==> config.mk <==
export PLATFORM = sky130hd
export DESIGN_NAME = dram_ptest_ctrl
export DESIGN_NICKNAME = d
export VERILOG_FILES = /design/src/rtl/dpt_pkg.sv /design/src/rtl/dpt_strobe_decode.sv /design/src/rtl/dpt_nibble_bank.sv /design/src/rtl/dpt_read_format.sv /design/src/rtl/dram_ptest_ctrl.sv
export SDC_FILE = /design/constraint.sdc
export NUM_CORES = 1
export LEC_CHECK = 0
export BUFFER_PORTS_ARGS = -buffer_cell sky130_fd_sc_hd__buf_4
export CAP_MARGIN = 20
export CORE_MARGIN = 2
export CORE_UTILIZATION = 45
export DETAILED_ROUTE_END_ITERATION = 8
export GPL_TIMING_DRIVEN = 0
export SYNTH_ARGS = -nofsm -noshare
export SYNTH_HDL_FRONTEND = slang
export SYNTH_SLANG_ARGS = --single-unit
export TNS_END_PERCENT = 1
==> constraint.sdc <==
create_clock -name clk -period 3.1 [get_ports clk]
set_input_delay 0.155 -clock clk [delete_from_list [all_inputs] [get_ports clk]]
set_output_delay 0.155 -clock clk [all_outputs]
set_load 0.01 [all_outputs]
==> src/rtl/dpt_pkg.sv <==
package dpt_pkg;

  localparam int DQ_W   = 4;
  localparam int WORD_W = 8;
  localparam int HALVES = WORD_W / DQ_W;

  // classification of a sampled row-strobe fall
  typedef enum logic [1:0] {
    RK_NONE,
    RK_ROW,
    RK_CBR,
    RK_WCBR
  } ras_kind_e;

  // one column access, valid for a single cycle
  typedef struct packed {
    logic            go;
    logic            wr;
    logic            tst;
    logic            half;
    logic [DQ_W-1:0] dat;
  } acc_t;

endpackage

==> src/rtl/dpt_strobe_decode.sv <==
module dpt_strobe_decode
  import dpt_pkg::*;
#(
  parameter int ROW_BITS = 2,
  parameter int COL_BITS = 2,
  parameter int ADDR_W   = 4,
  parameter int IDX_W    = ROW_BITS + COL_BITS
) (
  input  logic              clk,
  input  logic              rst,
  input  logic              ras_n,
  input  logic              cas_n,
  input  logic              we_n,
  input  logic [ADDR_W-1:0] addr,
  input  logic [DQ_W-1:0]   dq_in,
  output logic              test_mode,
  output logic              cas_idle,
  output acc_t              acc,
  output logic [IDX_W-1:0]  acc_idx
);

  // input sampling stage
  logic              ras_q, ras_qq, cas_q, cas_qq, we_q;
  logic [ADDR_W-1:0] addr_q;
  logic [DQ_W-1:0]   dq_q;

  always_ff @(posedge clk) begin
    if (rst) begin
      ras_q  <= 1'b1;
      ras_qq <= 1'b1;
      cas_q  <= 1'b1;
      cas_qq <= 1'b1;
      we_q   <= 1'b1;
      addr_q <= '0;
      dq_q   <= '0;
    end else begin
      ras_q  <= ras_n;
      ras_qq <= ras_q;
      cas_q  <= cas_n;
      cas_qq <= cas_q;
      we_q   <= we_n;
      addr_q <= addr;
      dq_q   <= dq_in;
    end
  end

  logic ras_fall, ras_rise, cas_fall;
  assign ras_fall = ras_qq & ~ras_q;
  assign ras_rise = ~ras_qq & ras_q;
  assign cas_fall = cas_qq & ~cas_q;
  assign cas_idle = cas_q;

  // the top address bit is never decoded by the array
  logic unused_top_bit;
  assign unused_top_bit = addr_q[ADDR_W-1];

  ras_kind_e kind;
  always_comb begin
    kind = RK_NONE;
    if (ras_fall) begin
      if (cas_q)      kind = RK_ROW;
      else if (we_q)  kind = RK_CBR;
      else            kind = RK_WCBR;
    end
  end

  logic                row_cycle, cas_seen;
  logic [ROW_BITS-1:0] row_lat;

  always_ff @(posedge clk) begin
    if (rst) begin
      test_mode <= 1'b0;
      row_cycle <= 1'b0;
      cas_seen  <= 1'b0;
      row_lat   <= '0;
      acc       <= '0;
      acc_idx   <= '0;
    end else begin
      acc.go <= 1'b0;
      unique case (kind)
        RK_WCBR: test_mode <= 1'b1;
        RK_CBR:  test_mode <= 1'b0;
        RK_ROW: begin
          row_cycle <= 1'b1;
          cas_seen  <= 1'b0;
          row_lat   <= addr_q[ROW_BITS-1:0];
        end
        default: ;
      endcase
      if (ras_rise) begin
        if (row_cycle && !cas_seen) test_mode <= 1'b0;
        row_cycle <= 1'b0;
      end
      if (cas_fall && !ras_q && row_cycle) begin
        cas_seen <= 1'b1;
        acc.go   <= 1'b1;
        acc.wr   <= ~we_q;
        acc.tst  <= test_mode;
        acc.half <= addr_q[0];
        acc.dat  <= dq_q;
        acc_idx  <= {row_lat, addr_q[COL_BITS:1]};
      end
    end
  end

endmodule

==> src/rtl/dpt_nibble_bank.sv <==
module dpt_nibble_bank #(
  parameter int IDX_W = 4,
  parameter int DAT_W = 4,
  localparam int DEPTH = 1 << IDX_W
) (
  input  logic             clk,
  input  logic             wen,
  input  logic [IDX_W-1:0] idx,
  input  logic [DAT_W-1:0] wdata,
  output logic [DAT_W-1:0] rdata
);

  logic [DAT_W-1:0] mem [DEPTH];

  always_ff @(posedge clk) begin
    if (wen) mem[idx] <= wdata;
    rdata <= mem[idx];
  end

endmodule

==> src/rtl/dpt_read_format.sv <==
module dpt_read_format
  import dpt_pkg::*;
(
  input  logic              clk,
  input  logic              rst,
  input  logic              rd_go,
  input  logic              rd_tst,
  input  logic              rd_half,
  input  logic              cas_idle,
  input  logic [WORD_W-1:0] word,
  output logic [DQ_W-1:0]   dq_out,
  output logic              dq_oe
);

  logic pend, pend_tst, pend_half;
  logic all_eq;

  assign all_eq = (&word) | ~(|word);

  always_ff @(posedge clk) begin
    if (rst) begin
      pend      <= 1'b0;
      pend_tst  <= 1'b0;
      pend_half <= 1'b0;
      dq_out    <= '0;
      dq_oe     <= 1'b0;
    end else begin
      pend <= rd_go;
      if (rd_go) begin
        pend_tst  <= rd_tst;
        pend_half <= rd_half;
      end
      if (cas_idle) begin
        dq_oe <= 1'b0;
      end else if (pend) begin
        dq_oe <= 1'b1;
        if (pend_tst)       dq_out <= {all_eq, {(DQ_W-1){1'b1}}};
        else if (pend_half) dq_out <= word[WORD_W-1 -: DQ_W];
        else                dq_out <= word[DQ_W-1:0];
      end
    end
  end

endmodule

==> src/rtl/dram_ptest_ctrl.sv <==
module dram_ptest_ctrl
  import dpt_pkg::*;
#(
  parameter int ROW_BITS = 2,
  parameter int COL_BITS = 2,
  parameter int ADDR_W   = ((ROW_BITS > COL_BITS + 1) ? ROW_BITS : COL_BITS + 1) + 1
) (
  input  logic              clk,
  input  logic              rst,
  input  logic              ras_n,
  input  logic              cas_n,
  input  logic              we_n,
  input  logic [ADDR_W-1:0] addr,
  input  logic [3:0]        dq_in,
  output logic [3:0]        dq_out,
  output logic              dq_oe
);

  localparam int IDX_W = ROW_BITS + COL_BITS;

  logic             test_mode;
  logic             cas_idle;
  acc_t             acc;
  logic [IDX_W-1:0] acc_idx;

  dpt_strobe_decode #(
    .ROW_BITS(ROW_BITS),
    .COL_BITS(COL_BITS),
    .ADDR_W  (ADDR_W),
    .IDX_W   (IDX_W)
  ) u_dec (
    .clk      (clk),
    .rst      (rst),
    .ras_n    (ras_n),
    .cas_n    (cas_n),
    .we_n     (we_n),
    .addr     (addr),
    .dq_in    (dq_in),
    .test_mode(test_mode),
    .cas_idle (cas_idle),
    .acc      (acc),
    .acc_idx  (acc_idx)
  );

  // broadcast line 1 in test mode, otherwise pass the nibble through
  logic [DQ_W-1:0]   wdata;
  logic [WORD_W-1:0] word;

  assign wdata = acc.tst ? {DQ_W{acc.dat[0]}} : acc.dat;

  for (genvar h = 0; h < HALVES; h++) begin : g_half
    logic wen;
    assign wen = acc.go & acc.wr & (acc.tst | (acc.half == h[0]));
    dpt_nibble_bank #(
      .IDX_W(IDX_W),
      .DAT_W(DQ_W)
    ) u_bank (
      .clk  (clk),
      .wen  (wen),
      .idx  (acc_idx),
      .wdata(wdata),
      .rdata(word[h*DQ_W +: DQ_W])
    );
  end

  dpt_read_format u_fmt (
    .clk     (clk),
    .rst     (rst),
    .rd_go   (acc.go & ~acc.wr),
    .rd_tst  (acc.tst),
    .rd_half (acc.half),
    .cas_idle(cas_idle),
    .word    (word),
    .dq_out  (dq_out),
    .dq_oe   (dq_oe)
  );

endmodule

After elaboration in Yosys (flattened, before gate mapping). Memory sizes are Yosys's and may differ from the RTL's. A register that Yosys moved wholly into a read port is not among the register bits. Cells that the tools add are included.

Register bits: 37. Bits in writable memories: 128. Output and inout port bits: 5. Logic and storage cells: 71. Memories kept: 2.

Memories: g_half[0].u_bank.mem (words 16, bits a word 4, read ports 1, clocked after memory_dff 1, write ports 1, RTL line dpt_nibble_bank.sv:13) `logic [DAT_W-1:0] mem [DEPTH];`; g_half[1].u_bank.mem (words 16, bits a word 4, read ports 1, clocked after memory_dff 1, write ports 1, RTL line dpt_nibble_bank.sv:13).

Eq/ne operators: 3. Mux-type cells: 16. Bitwise operators: 17. Reductions and logical operators: 11.

Operator list (number): two-way mux 4 bit (3); two-way mux 1 bit (9); two-way mux 8 bit (1); AND reduction 8 bit (1); OR reduction 8 bit (1); bitwise AND 1 bit (7); inverter 1 bit (7); == test 2 bit (second input constant) (2); two-way mux 2 bit (2); OR reduction 2 bit (2); logical AND 1 bit (3); OR 1 bit (3); == test 2 x 1 -> 1 bit (second input constant) (1); logical NOT 1 bit (2); case mux 1 bit (2 select lines) (1); AND reduction 2 bit (1); nonzero test 2 bit (1).

Depth between registers and ports, before layout. Gate-level depths: netlist of the first run.

Word-level depth: 7. Mapped depth: 6.

Cells and area by module. Synthesis of the first run repeated with hierarchy kept, for this count alone.

Cells, all modules: 415. Area total of the unflattened synthesis: 6691.4 um^2.

By module, submodules not included: dpt_nibble_bank (times used 2, cells an instance 133, area each 2658.8 um^2); dpt_strobe_decode (times used 1, cells an instance 95, area each 944.7 um^2); dpt_read_format (times used 1, cells an instance 41, area each 369.1 um^2); dram_ptest_ctrl (times used 1, cells an instance 13, area each 60.1 um^2).

Worst setup path before layout of the first run. OpenSTA, ideal clock, no wires.

Path kind: flip-flop to flip-flop. Start point: reg u_dec.acc[5] (netlist name). End point: mem g_half[0].u_bank.mem[0][1] (data pin). Library setup time: 0.454 ns. Arrival: 1.669 ns. Slack: 0.977 ns. Stages on the path, launching flop included: 2. Path buffers: 0. Period minus slack after synthesis: 2.123 ns. Cells stage by stage: dfxtp_1 o21ai_0.

Longest elaborated chain between the ends: 1.

Ends and longest elaborated chain: two-way mux 4 bit (RTL line dram_ptest_ctrl.sv:49) `assign wdata = acc.tst ? {DQ_W{acc.dat[0]}} : acc.dat;`; via g_half[0].u_bank.wdata[1] (RTL line dpt_nibble_bank.sv:9) `input logic [DAT_W-1:0] wdata,`; end, declared (RTL line dpt_nibble_bank.sv:13).

The timed path passes the listed nets, and every way through them passes these cells.

Final worst setup path of the first run.
Start point: reg u_dec.acc_idx[0]. End point: mem g_half[0].u_bank.mem[1][3], enable pin.

RTL lines: start, declared (RTL line dpt_strobe_decode.sv:19) `output logic [IDX_W-1:0] acc_idx`; start signal, assigned (RTL line dpt_strobe_decode.sv:101) `acc_idx <= {row_lat, addr_q[COL_BITS:1]};`.

Straight into the memory's write port.

==> reports/results.txt, run 1 <==
Status - finished, final reports clean
Max VDD drop - 0.000357 V
Reg2reg setup slack - 0.90 ns
Area leader, netlist - edfxtp_1
Nets - 468
IO buf count - 15
Synth top area share - 58.2%
Multi-input logic area - 1700 µm²
Setup crit end - g_half[0].u_bank.mem[1][3]
Synth Flop Type - edfxtp_1
Max H-tree Level - 4
Final Cycle Share - 71.0%
Worst R2R End - g_half[0].u_bank.mem[1][3]
Slowest CP cell - nor3_1
Non-Filler Instances - 652
Root buffer cell - clkbuf_16
Drt pass-1 iters - 5
Die Area - 15,700 µm²
Critical path origin - u_dec.acc_idx[0]
Fill count - 1,151
Synthesized area per cell - 16.2 µm²
Fmax - 0.454 GHz
First-pass GRT wire length - 20,300 µm
Worst slew margin - 37.4%
Yosys cell types - 32
Vias per cell - 5.48
CP cell instances - buf_6 -> buf_4 -> buf_2 -> nand3b_1 -> nor3_1
Worst Setup Slack, final - 0.898 ns
Stages on the worst setup path - 5
Worst-Margin Slew - 0.939 ns
GRT Total Usage - 17.5%
Post-synth EDFFs - 128
Reg clk slew, reported paths - 0.06 ns
Detailed Place HPWL - 8660 µm
Mux contribution to synthesized area - 12.2%
Vias in the first global route - 3,692
DIE HEIGHT - 125 µm
Netlist area before placement - 6600 µm²
Antenna Cells - 0
Largest net degree at the start of global routing - 27
Layout cells sized above 1 - 19.9%
Initial Util - 45.8%
Post-synthesis net count - 420
Complex-gate fraction of the synthesized area - 4.00%
Leakage - 2.54 nW
Setup CP Type - reg -> reg
TritonCTS buffer count - 17
Iter 0 DRT Violations - 278
FF+latch count, synth - 173
Core Area - 14,400 µm²
Final setup fails - 0
CP endpoint kind - register
Width of the die - 125 µm
Async S/R FF share, synth - 0%
Synth warn - 0
DR vias - 3,570
Max-Cap Viols - 0
Synth area leaders - edfxtp_1 58%, dfxtp_1 14%, mux4_2 6.8%
CP Data Required Time - 3.15 ns
Synth-to-Final Area Change - 16.9%
PD cells - 599 nW/µm²
Max incr delay on CP - 0.61 ns
Final WL - 12,700 µm
Placed Cells incl. Taps - 610
RSZ-0062 raised after global routing - false
Sequential share of the synthesized area - 71.9%
Largest family of logic cells by synthesized area - multiplexers
Setup_tns - 0 ns
CTS tree - done
R2r worst-path depth - 5
Synth Area in XOR/XNOR - 0%
# Post-CTS Setup Buffers - 0
Cells after Synth - 407
Routed Antenna Nets - 0
Maximum buffer depth of the clock tree - 2
Final Critical Period - 2.20 ns
GP Congestion - 0.745
Final Power - 4.62 mW
DR WL/cell - 19.5 µm
Post-synthesis simple-gate area fraction - 9.38%
Initial antenna violation count - 0
Synth Area in Adders - 0%
Top-level I/O count - 18
Num rows - 44
Startpoint types - register
Post-CTS Resized - 0
Pre-CTS setup slack - 0.842 ns
Reg area - 4740 µm²
Design Area, Final - 7710 µm²
Drt drc - 0
Clock Latency Late Sink - 0.42 ns
Hold Crit Class - in -> reg
Critical Path AT - 2.26 ns
CTS sink count - 173
Clock Skew - 0.00653 ns
Post-CTS Hold Fix Bufs - 10
Crit-path max FO - 10
CP top delay family - simple AND/OR/NAND/NOR gates
Hold Vio Cnt, Final - 0
Final slew viol count - 0
Buf/Inv on CP - 3
Critical R2R Launch - u_dec.acc_idx[0]
Grt ovf - 0
Placed Area - 7020 µm²
## cells in the final DEF, fill, tap and decap left out, types with 2 or more instances in the layout
cell and count:
a21oi_1 13, clkbuf_16 17, mux4_2 20, buf_6 6, buf_8 2, clkinv_2 2
buf_4 18, nor4_1 3, nor3_1 11, clkinv_4 5, nand2b_1 6, inv_6 2
nor2_1 44, dlygate4sd3_1 10, nand4_1 2, dfxtp_1 45, edfxtp_1 128, bufinv_16 2
a2111oi_0 5, or2_2 5, nand2_1 38, clkinvlp_4 3, mux4_1 12, inv_1 5
a211oi_1 2, mux2i_1 4, a22oi_1 16, nor2b_1 14, buf_2 3, nand3b_1 2
clkbuf_1 8, nand3_1 2, o21ai_2 3
## through the flow
step	utilization (%)	hold WS (ns)
floorplan	-	0.259
global placement	48.1	0.340
detailed placement	48.7	0.345
CTS	53.5	0.105
global route	53.5	0.131
finish	53.5	0.115
## cell type report
class / instances / area share, %
Sequential cell: 173 / 61.5
Multi-Input combinational cell: 208 / 22.0
Clock buffer: 17 / 5.51
Timing Repair Buffer: 29 / 3.65
Tap cell: 184 / 2.98
Clock inverter: 15 / 2.14
Buffer: 21 / 1.93
Inverter: 5 / 0.243
## routing by layer
| metal | track usage (%) | vias to the layer above | share of wire, % |
|---|---|---|---|
| li1 | - | 1661 | - |
| met1 | 22.7 | 1806 | 43 |
| met2 | 28.6 | 89 | 50 |
| met3 | 4.41 | 14 | 4.9 |
| met4 | 7.19 | 0 | 1.9 |
| met5 | 0 | - | 0 |
## synth_stat cells (2+ instances only)
library cell,count
mux2i_1,4
nand2b_1,6
mux4_1,12
buf_2,3
nand3_1,2
nand4_1,2
a211oi_1,2
buf_4,3
edfxtp_1,128
dfxtp_1,45
a2111oi_0,5
clkbuf_1,8
nor3_1,11
mux4_2,20
buf_6,5
nor2_1,44
nand2_1,38
a22oi_1,16
nor4_1,3
o21ai_0,4
inv_1,5
a21oi_1,13
nand3b_1,2
nor2b_1,14
or2_2,5
## power by group
part | switching, mW | leakage (nW) | internal, mW | total (mW)
logic | 0.0208 | 0.696 | 0.0283 | 0.0491
clock network | 0.904 | 0.282 | 1.20 | 2.10
registers | 0.00673 | 1.56 | 2.46 | 2.47
total | 0.932 | 2.54 | 3.69 | 4.62
## registers in the layout (all words and copies together) (netlist names), 2 cells and up
name / cells
u_dec.addr_q: 3
u_dec.row_lat: 2
u_dec.dq_q: 4
g_half.u_bank.mem: 128
u_dec.acc: 8
u_dec.acc_idx: 4
u_fmt.dq_out: 4
g_half.u_bank.rdata: 8
## worst min-delay path by stage
stage / start / to / slack (ns) / cells past startpoint
after global routing: rst / u_dec.addr_q[2] / 0.13 / 2
after detailed placement: we_n / u_dec.we_q / 0.35 / 2
after global placement: we_n / u_dec.we_q / 0.34 / 2
after CTS: rst / u_dec.addr_q[0] / 0.11 / 2
final: rst / u_dec.addr_q[0] / 0.11 / 2
after floorplan: cas_n / u_dec.cas_idle / 0.26 / 1
## cell families (layout without fill, tap and decap cells)
family	Yosys count	count (layout)
AO/OA/AOI/OAI	40	40
multiplexers	36	36
AND/OR/NAND/NOR	132	132
buffers and inverters	26	87
flip-flops	173	173
Power figures use the tool's default switching activity.
==> run 2, diff against run 1 <==
clock period = 2.3 ns   (was 3.1 ns; I/O delays follow)
==> run 2 against run 1 <==
Clock-buffer cell count stayed put. Hold slack got worse by 0.037 ns. First-iteration DRC count fell by 9.4%. Core utilization increased by 0.17 points. Sequential power is 35% higher. Clock skew rose by 0.00064 ns. Wire length about the same. Final area grew 0.32%.
==> reports/results.txt, run 2 (synthesis gave the netlist of run 1 again) <==
Status - finished, final reports clean
Biggest regs - g_half.u_bank.mem (128), g_half.u_bank.rdata (8), u_dec.acc (8)
Worst slew margin - 37.3% (about the same)
Nets - 468 (unchanged)
Max incr delay on CP - 0.62 ns (about the same)
CTS tree - done
Fin util - 53.7% (+0.17 points)
Leakage - 2.56 nW (+0.99%)
Drt pass-1 iters - 4 (-1)
Crit-path max FO - 8 (-2)
Top Metal Used - met4
GRT Total Usage - 17.5% (unchanged)
Placed Cells incl. Taps - 610 (unchanged)
PD cells - 805 nW/µm² (+34%)
RSZ-0062 raised after global routing - false
Reg2reg setup slack - 0.13 ns (-0.76 ns)
Top-level I/O count - 18 (unchanged)
Final WL - 12,800 µm (about the same)
Most used cell, CP - nor2_1
Met2 Routed Length - 6390 µm (+1.0%)
# Post-CTS Setup Buffers - 0 (unchanged)
Worst-Margin Slew - 0.940 ns (+0.000656 ns)
Buf/Inv on CP - 0 (-3)
Layout cells sized above 1 - 20.9% (+1.1 points)
Non-Filler Instances - 652 (unchanged)
Vias in the first global route - 3,692 (unchanged)
Final Critical Period - 2.17 ns (-0.0358 ns)
CTS sink count - 173 (unchanged)
Maximum buffer depth of the clock tree - 2 (unchanged)
Synth-to-Final Area Change - 17.2%
Commonest non-fill, non-tap cells in the layout - 128 x edfxtp_1, 45 x dfxtp_1, 44 x nor2_1
Placed Area - 7020 µm² (unchanged)
GP Congestion - 0.745 (unchanged)
Slowest CP cell - nor3_1
Root buffer cell - clkbuf_16
DR vias - 3,556 (-0.39%)
Vias per cell - 5.45 (-0.39%)
Reg clk slew, reported paths - 0.07 ns (about the same)
Detailed Place HPWL - 8660 µm (unchanged)
Max reg flops - 128 (unchanged)
Startpoint types - register
Iter 0 DRT Violations - 252 (-9.4%)
Antenna Cells - 0 (unchanged)
Pre-CTS setup slack - 0.0420 ns (-0.800 ns)
Hold Vio Cnt, Final - 0 (unchanged)
Setup_tns - 0 ns (unchanged)
Num rows - 44 (unchanged)
Die Area - 15,700 µm² (unchanged)
Final slew viol count - 0 (unchanged)
TritonCTS buffer count - 17 (unchanged)
Final Cycle Share - 94.2% (+23 points)
Routed Antenna Nets - 0 (unchanged)
Max H-tree Level - 4 (unchanged)
Drt drc - 0 (unchanged)
CP cell instances - nor2_1 -> nor2_1 -> nand2_1 -> nor3_1
DR WL/cell - 19.6 µm (about the same)
Most common cell after layout, fill and taps aside - edfxtp_1
Clock Latency Late Sink - 0.42 ns (about the same)
Max VDD drop - 0.000482 V (+35%)
Largest net degree at the start of global routing - 27 (unchanged)
Hold Crit Class - in -> reg
Grt ovf - 0 (unchanged)
Detail Route met3 WL - 447 µm (-29%)
Most flop-heavy register - g_half.u_bank.mem
Routed met1 length - 5630 µm (+1.6%)
DIE HEIGHT - 125 µm (unchanged)
CP Data Required Time - 2.35 ns (-0.80 ns)
Fmax - 0.462 GHz (+1.7%)
Core Area - 14,400 µm² (unchanged)
Design Area, Final - 7740 µm² (+0.32%)
Final setup fails - 0 (unchanged)
Width of the die - 125 µm (unchanged)
Max-Cap Viols - 0 (unchanged)
Initial antenna violation count - 0 (unchanged)
First-pass GRT wire length - 20,300 µm (unchanged)
Critical Path AT - 2.22 ns (-0.04 ns)
Setup CP Type - reg -> reg
Clock Skew - 0.00717 ns (+0.000645 ns)
IO buf count - 15 (unchanged)
Worst Setup Slack, final - 0.134 ns (-0.764 ns)
CP top delay family - simple AND/OR/NAND/NOR gates
Initial Util - 45.8% (unchanged)
CP endpoint kind - register
-- run 2: timing repair --
| item | in CTS | in global routing |
|---|---|---|
| setup endpoints to repair | 0 | 20 |
| hold buffers | 10 | 0 |
| hold endpoints to repair | 10 | 0 |
| gates resized for setup | 0 | 5 |
-- run 2: layout make-up --
cell class              count  area, µm²
plain buffers              21        149
inverters                   5       18.8
well taps                 184        230
multi-input cells         208       1730
clock inverters            15        165
flip-flops and latches    173       4740
repair buffers             29        282
clock buffers              17        425
fillers                  1150       6680
-- run 2: power by group --
group	switching, mW	internal, mW	total (mW)
Clock	1.22	1.62	2.84
Combinational	0.0279	0.0381	0.0661
Sequential	0.00905	3.32	3.33
Total	1.26	4.97	6.23
-- run 2: final timing paths --
check,startpoint,endpoint,cells after the start
worst min register to register,u_dec.we_q,u_dec.acc[6],1
worst max register to register,u_dec.acc[5],g_half[1].u_bank.mem[8][0],4
worst max-delay path,u_dec.acc[5],g_half[1].u_bank.mem[8][0],4
worst min-delay path,rst,u_dec.addr_q[0],2
-- run 2: stage by stage --
stage / power [mW] / hold WS (ns)
6_report: 6.23 / 0.0784
5_1_grt: 6.40 / 0.0906
4_1_cts: 6.28 / 0.0655
3_5_place_dp: 3.45 / 0.305
3_3_place_gp: 3.45 / 0.300
2_1_floorplan: 3.43 / 0.219
-- run 2: layer usage --
metal | vias up | global-route usage, %
li1 | 1659 | -
met1 | 1820 | 22.7
met2 | 62 | 28.6
met3 | 15 | 4.41
met4 | 0 | 7.19
met5 | - | 0
==> run 3, diff against run 2 <==
CELL_PAD_IN_SITES_DETAIL_PLACEMENT = 0   (was unset)
CELL_PAD_IN_SITES_GLOBAL_PLACEMENT = 1   (was unset)
PLACE_DENSITY_LB_ADDON = 0.1   (was unset)
==> run 3 against run 2 <==
Worst setup slack better by 0.031 ns. Flip-flop and latch count stayed put. Combinational power about the same. Sequential power is essentially flat. Wire length is 0.96% lower. Clock skew about the same. Maximum frequency grew 1.5%.
==> reports/results.txt, run 3 (synthesis gave the netlist of run 1 again) <==
Critical Path AT - 2.19 ns (-0.03 ns)
Die Area - 15,700 µm² (unchanged)
Final Cycle Share - 92.8% (-1.4 points)
Final slew viol count - 0 (unchanged)
Final setup fails - 0 (unchanged)
Drt drc - 0 (unchanged)
Max H-tree Level - 4 (unchanged)
Drt pass-1 iters - 6 (+2)
Most flop-heavy register - g_half.u_bank.mem
Slowest CP cell - nor3_1
First-pass GRT wire length - 19,900 µm (-1.9%)
R2r worst-path depth - 6 (+2)
Core Area - 14,400 µm² (unchanged)
Width of the die - 125 µm (unchanged)
Max VDD drop - 0.000466 V (-3.2%)
Crit-path max FO - 10 (+2)
Commonest non-fill, non-tap cells in the layout - 128 x edfxtp_1, 45 x dfxtp_1, 44 x nor2_1
Clock Latency Late Sink - 0.42 ns (about the same)
Maximum buffer depth of the clock tree - 2 (unchanged)
Root buffer cell - clkbuf_16
CP cell instances - buf_6 -> buf_4 -> buf_2 -> nor2_1 -> nand2_1 -> nor3_1
DR WL/cell - 19.4 µm (-0.80%)
CP Data Required Time - 2.36 ns (about the same)
Status - finished, final reports clean
Setup CP Type - reg -> reg
Grt ovf - 0 (unchanged)
Placed Cells incl. Taps - 609 (-0.16%)
TritonCTS buffer count - 17 (unchanged)
Synth-to-Final Area Change - 17.3% (about the same)
Final WL - 12,600 µm (-0.96%)
DIE HEIGHT - 125 µm (unchanged)
Fill count - 1,165 (+1.3%)
Max-Cap Viols - 0 (unchanged)
Multi-input logic area - 1720 µm² (-0.29%)
Buf/Inv on CP - 3 (+3)
Worst-Margin Slew - 0.768 ns (-0.172 ns)
Clock Skew - 0.00721 ns (+0.0000320 ns)
RSZ-0062 raised after global routing - false
CTS sink count - 173 (unchanged)
Reg area - 4740 µm² (unchanged)
Layout cells sized above 1 - 20.1% (-0.81 points)
Antenna Cells - 0 (unchanged)
Final Power - 6.25 mW (+0.37%)
Vias per cell - 5.32 (-2.5%)
Stages on the worst setup path - 6 (+2)
Startpoint types - register
CP top delay family - simple AND/OR/NAND/NOR gates
Routed Antenna Nets - 0 (unchanged)
Detailed Place HPWL - 8600 µm (-0.64%)
GP Congestion - 0.772 (+3.7%)
Hold Crit Class - in -> reg
GRT Total Usage - 17.3% (-0.24 points)
Iter 0 DRT Violations - 245 (-2.8%)
Largest net degree at the start of global routing - 35 (+30%)
Final Critical Period - 2.13 ns (-0.0315 ns)
Biggest regs - g_half.u_bank.mem (128), g_half.u_bank.rdata (8), u_dec.acc (8)
Vias in the first global route - 3,571 (-3.3%)
Initial Util - 45.8% (unchanged)
PD cells - 808 nW/µm² (+0.34%)
Max incr delay on CP - 0.59 ns (-0.03 ns)
Initial antenna violation count - 0 (unchanged)
Reg clk slew, reported paths - 0.06 ns (about the same)
Most common cell after layout, fill and taps aside - edfxtp_1
Non-Filler Instances - 651 (-0.15%)
Num rows - 44 (unchanged)
DR vias - 3,461 (-2.7%)
Max reg flops - 128 (unchanged)
Top-level I/O count - 18 (unchanged)
Nets - 468 (unchanged)
CTS tree - done
WHS Path Cells - 2 (unchanged)
Hold Vio Cnt, Final - 0 (unchanged)
Worst slew margin - 48.6% (+11 points)
Leakage - 2.56 nW (-0.19%)
CP endpoint kind - register
Fmax - 0.469 GHz (+1.5%)
IO buf count - 15 (unchanged)
## run 3: cell count changes in the layout (fill, tap and decap cells not counted), sizes merged
| cell | delta |
|---|---|
| inv | -1 |
| clkinv | -1 |
| bufinv | +1 |
## run 3: per-layer routing
layer	share of wire, %	GRT usage [%]
met1	46	24.4
met2	48	26.7
met3	4.1	4.32
met4	1.4	5.88
met5	0	0
## run 3: through the flow
| step | utilization, % | instance area (µm²) | hold slack [ns] | worst slack (ns) | setup TNS (ns) |
|---|---|---|---|---|---|
| 3_3_place_gp | 48.1 | 6940 | 0.299 | -1.51 | -120.33 |
| 2_1_floorplan | - | 6600 | 0.219 | 0.177 | 0 |
| 6_report | 53.7 | 7740 | 0.0696 | 0.166 | 0 |
| 3_5_place_dp | 48.6 | 7010 | 0.303 | 0.0264 | 0 |
| 4_1_cts | 53.4 | 7710 | 0.0498 | 0.0156 | 0 |
| 5_1_grt | 53.7 | 7740 | 0.100 | 0.0349 | 0 |
## run 3: timing repair
item | 4_1_cts | 5_1_grt
hold buffers | 10 | 0
setup endpoints to repair | 0 | 16
hold endpoints to repair | 10 | 0
gates resized for setup | 0 | 4
setup buffers | 0 | 0
## run 3: layout make-up
| cell class | count | share of cell area, % |
|---|---|---|
| Clock buffer | 17 | 5.49 |
| Inverter | 5 | 0.242 |
| Clock inverter | 14 | 2.18 |
| Tap cell | 184 | 2.97 |
| Buffer | 21 | 1.92 |
| Multi-Input combinational cell | 208 | 22.2 |
| Sequential cell | 173 | 61.3 |
| Timing Repair Buffer | 29 | 3.68 |
## run 3: worst paths after layout
| kind | from | end | slack [ns] |
|---|---|---|---|
| setup reg to reg | u_dec.acc_idx[0] | g_half[0].u_bank.mem[0][1] | 0.17 |
| hold reg to reg | u_dec.dq_q[1] | u_dec.acc[1] | 0.44 |
| setup / recovery | u_dec.acc_idx[0] | g_half[0].u_bank.mem[0][1] | 0.17 |
| hold / removal | rst | u_dec.dq_q[3] | 0.07 |
## run 3: worst reg2reg max path, stage by stage, from the launching register on
cell and delay, ns:
dfxtp_1 0.31, buf_6 0.15, buf_4 0.21, buf_2 0.22, nor2_1 0.13, nand2_1 0.17
nor3_1 0.59
## run 3: power by group
part	switching [mW]	internal, mW	total [mW]
clock network	1.16	1.70	2.86
logic	0.0282	0.0381	0.0663
registers	0.00908	3.32	3.33
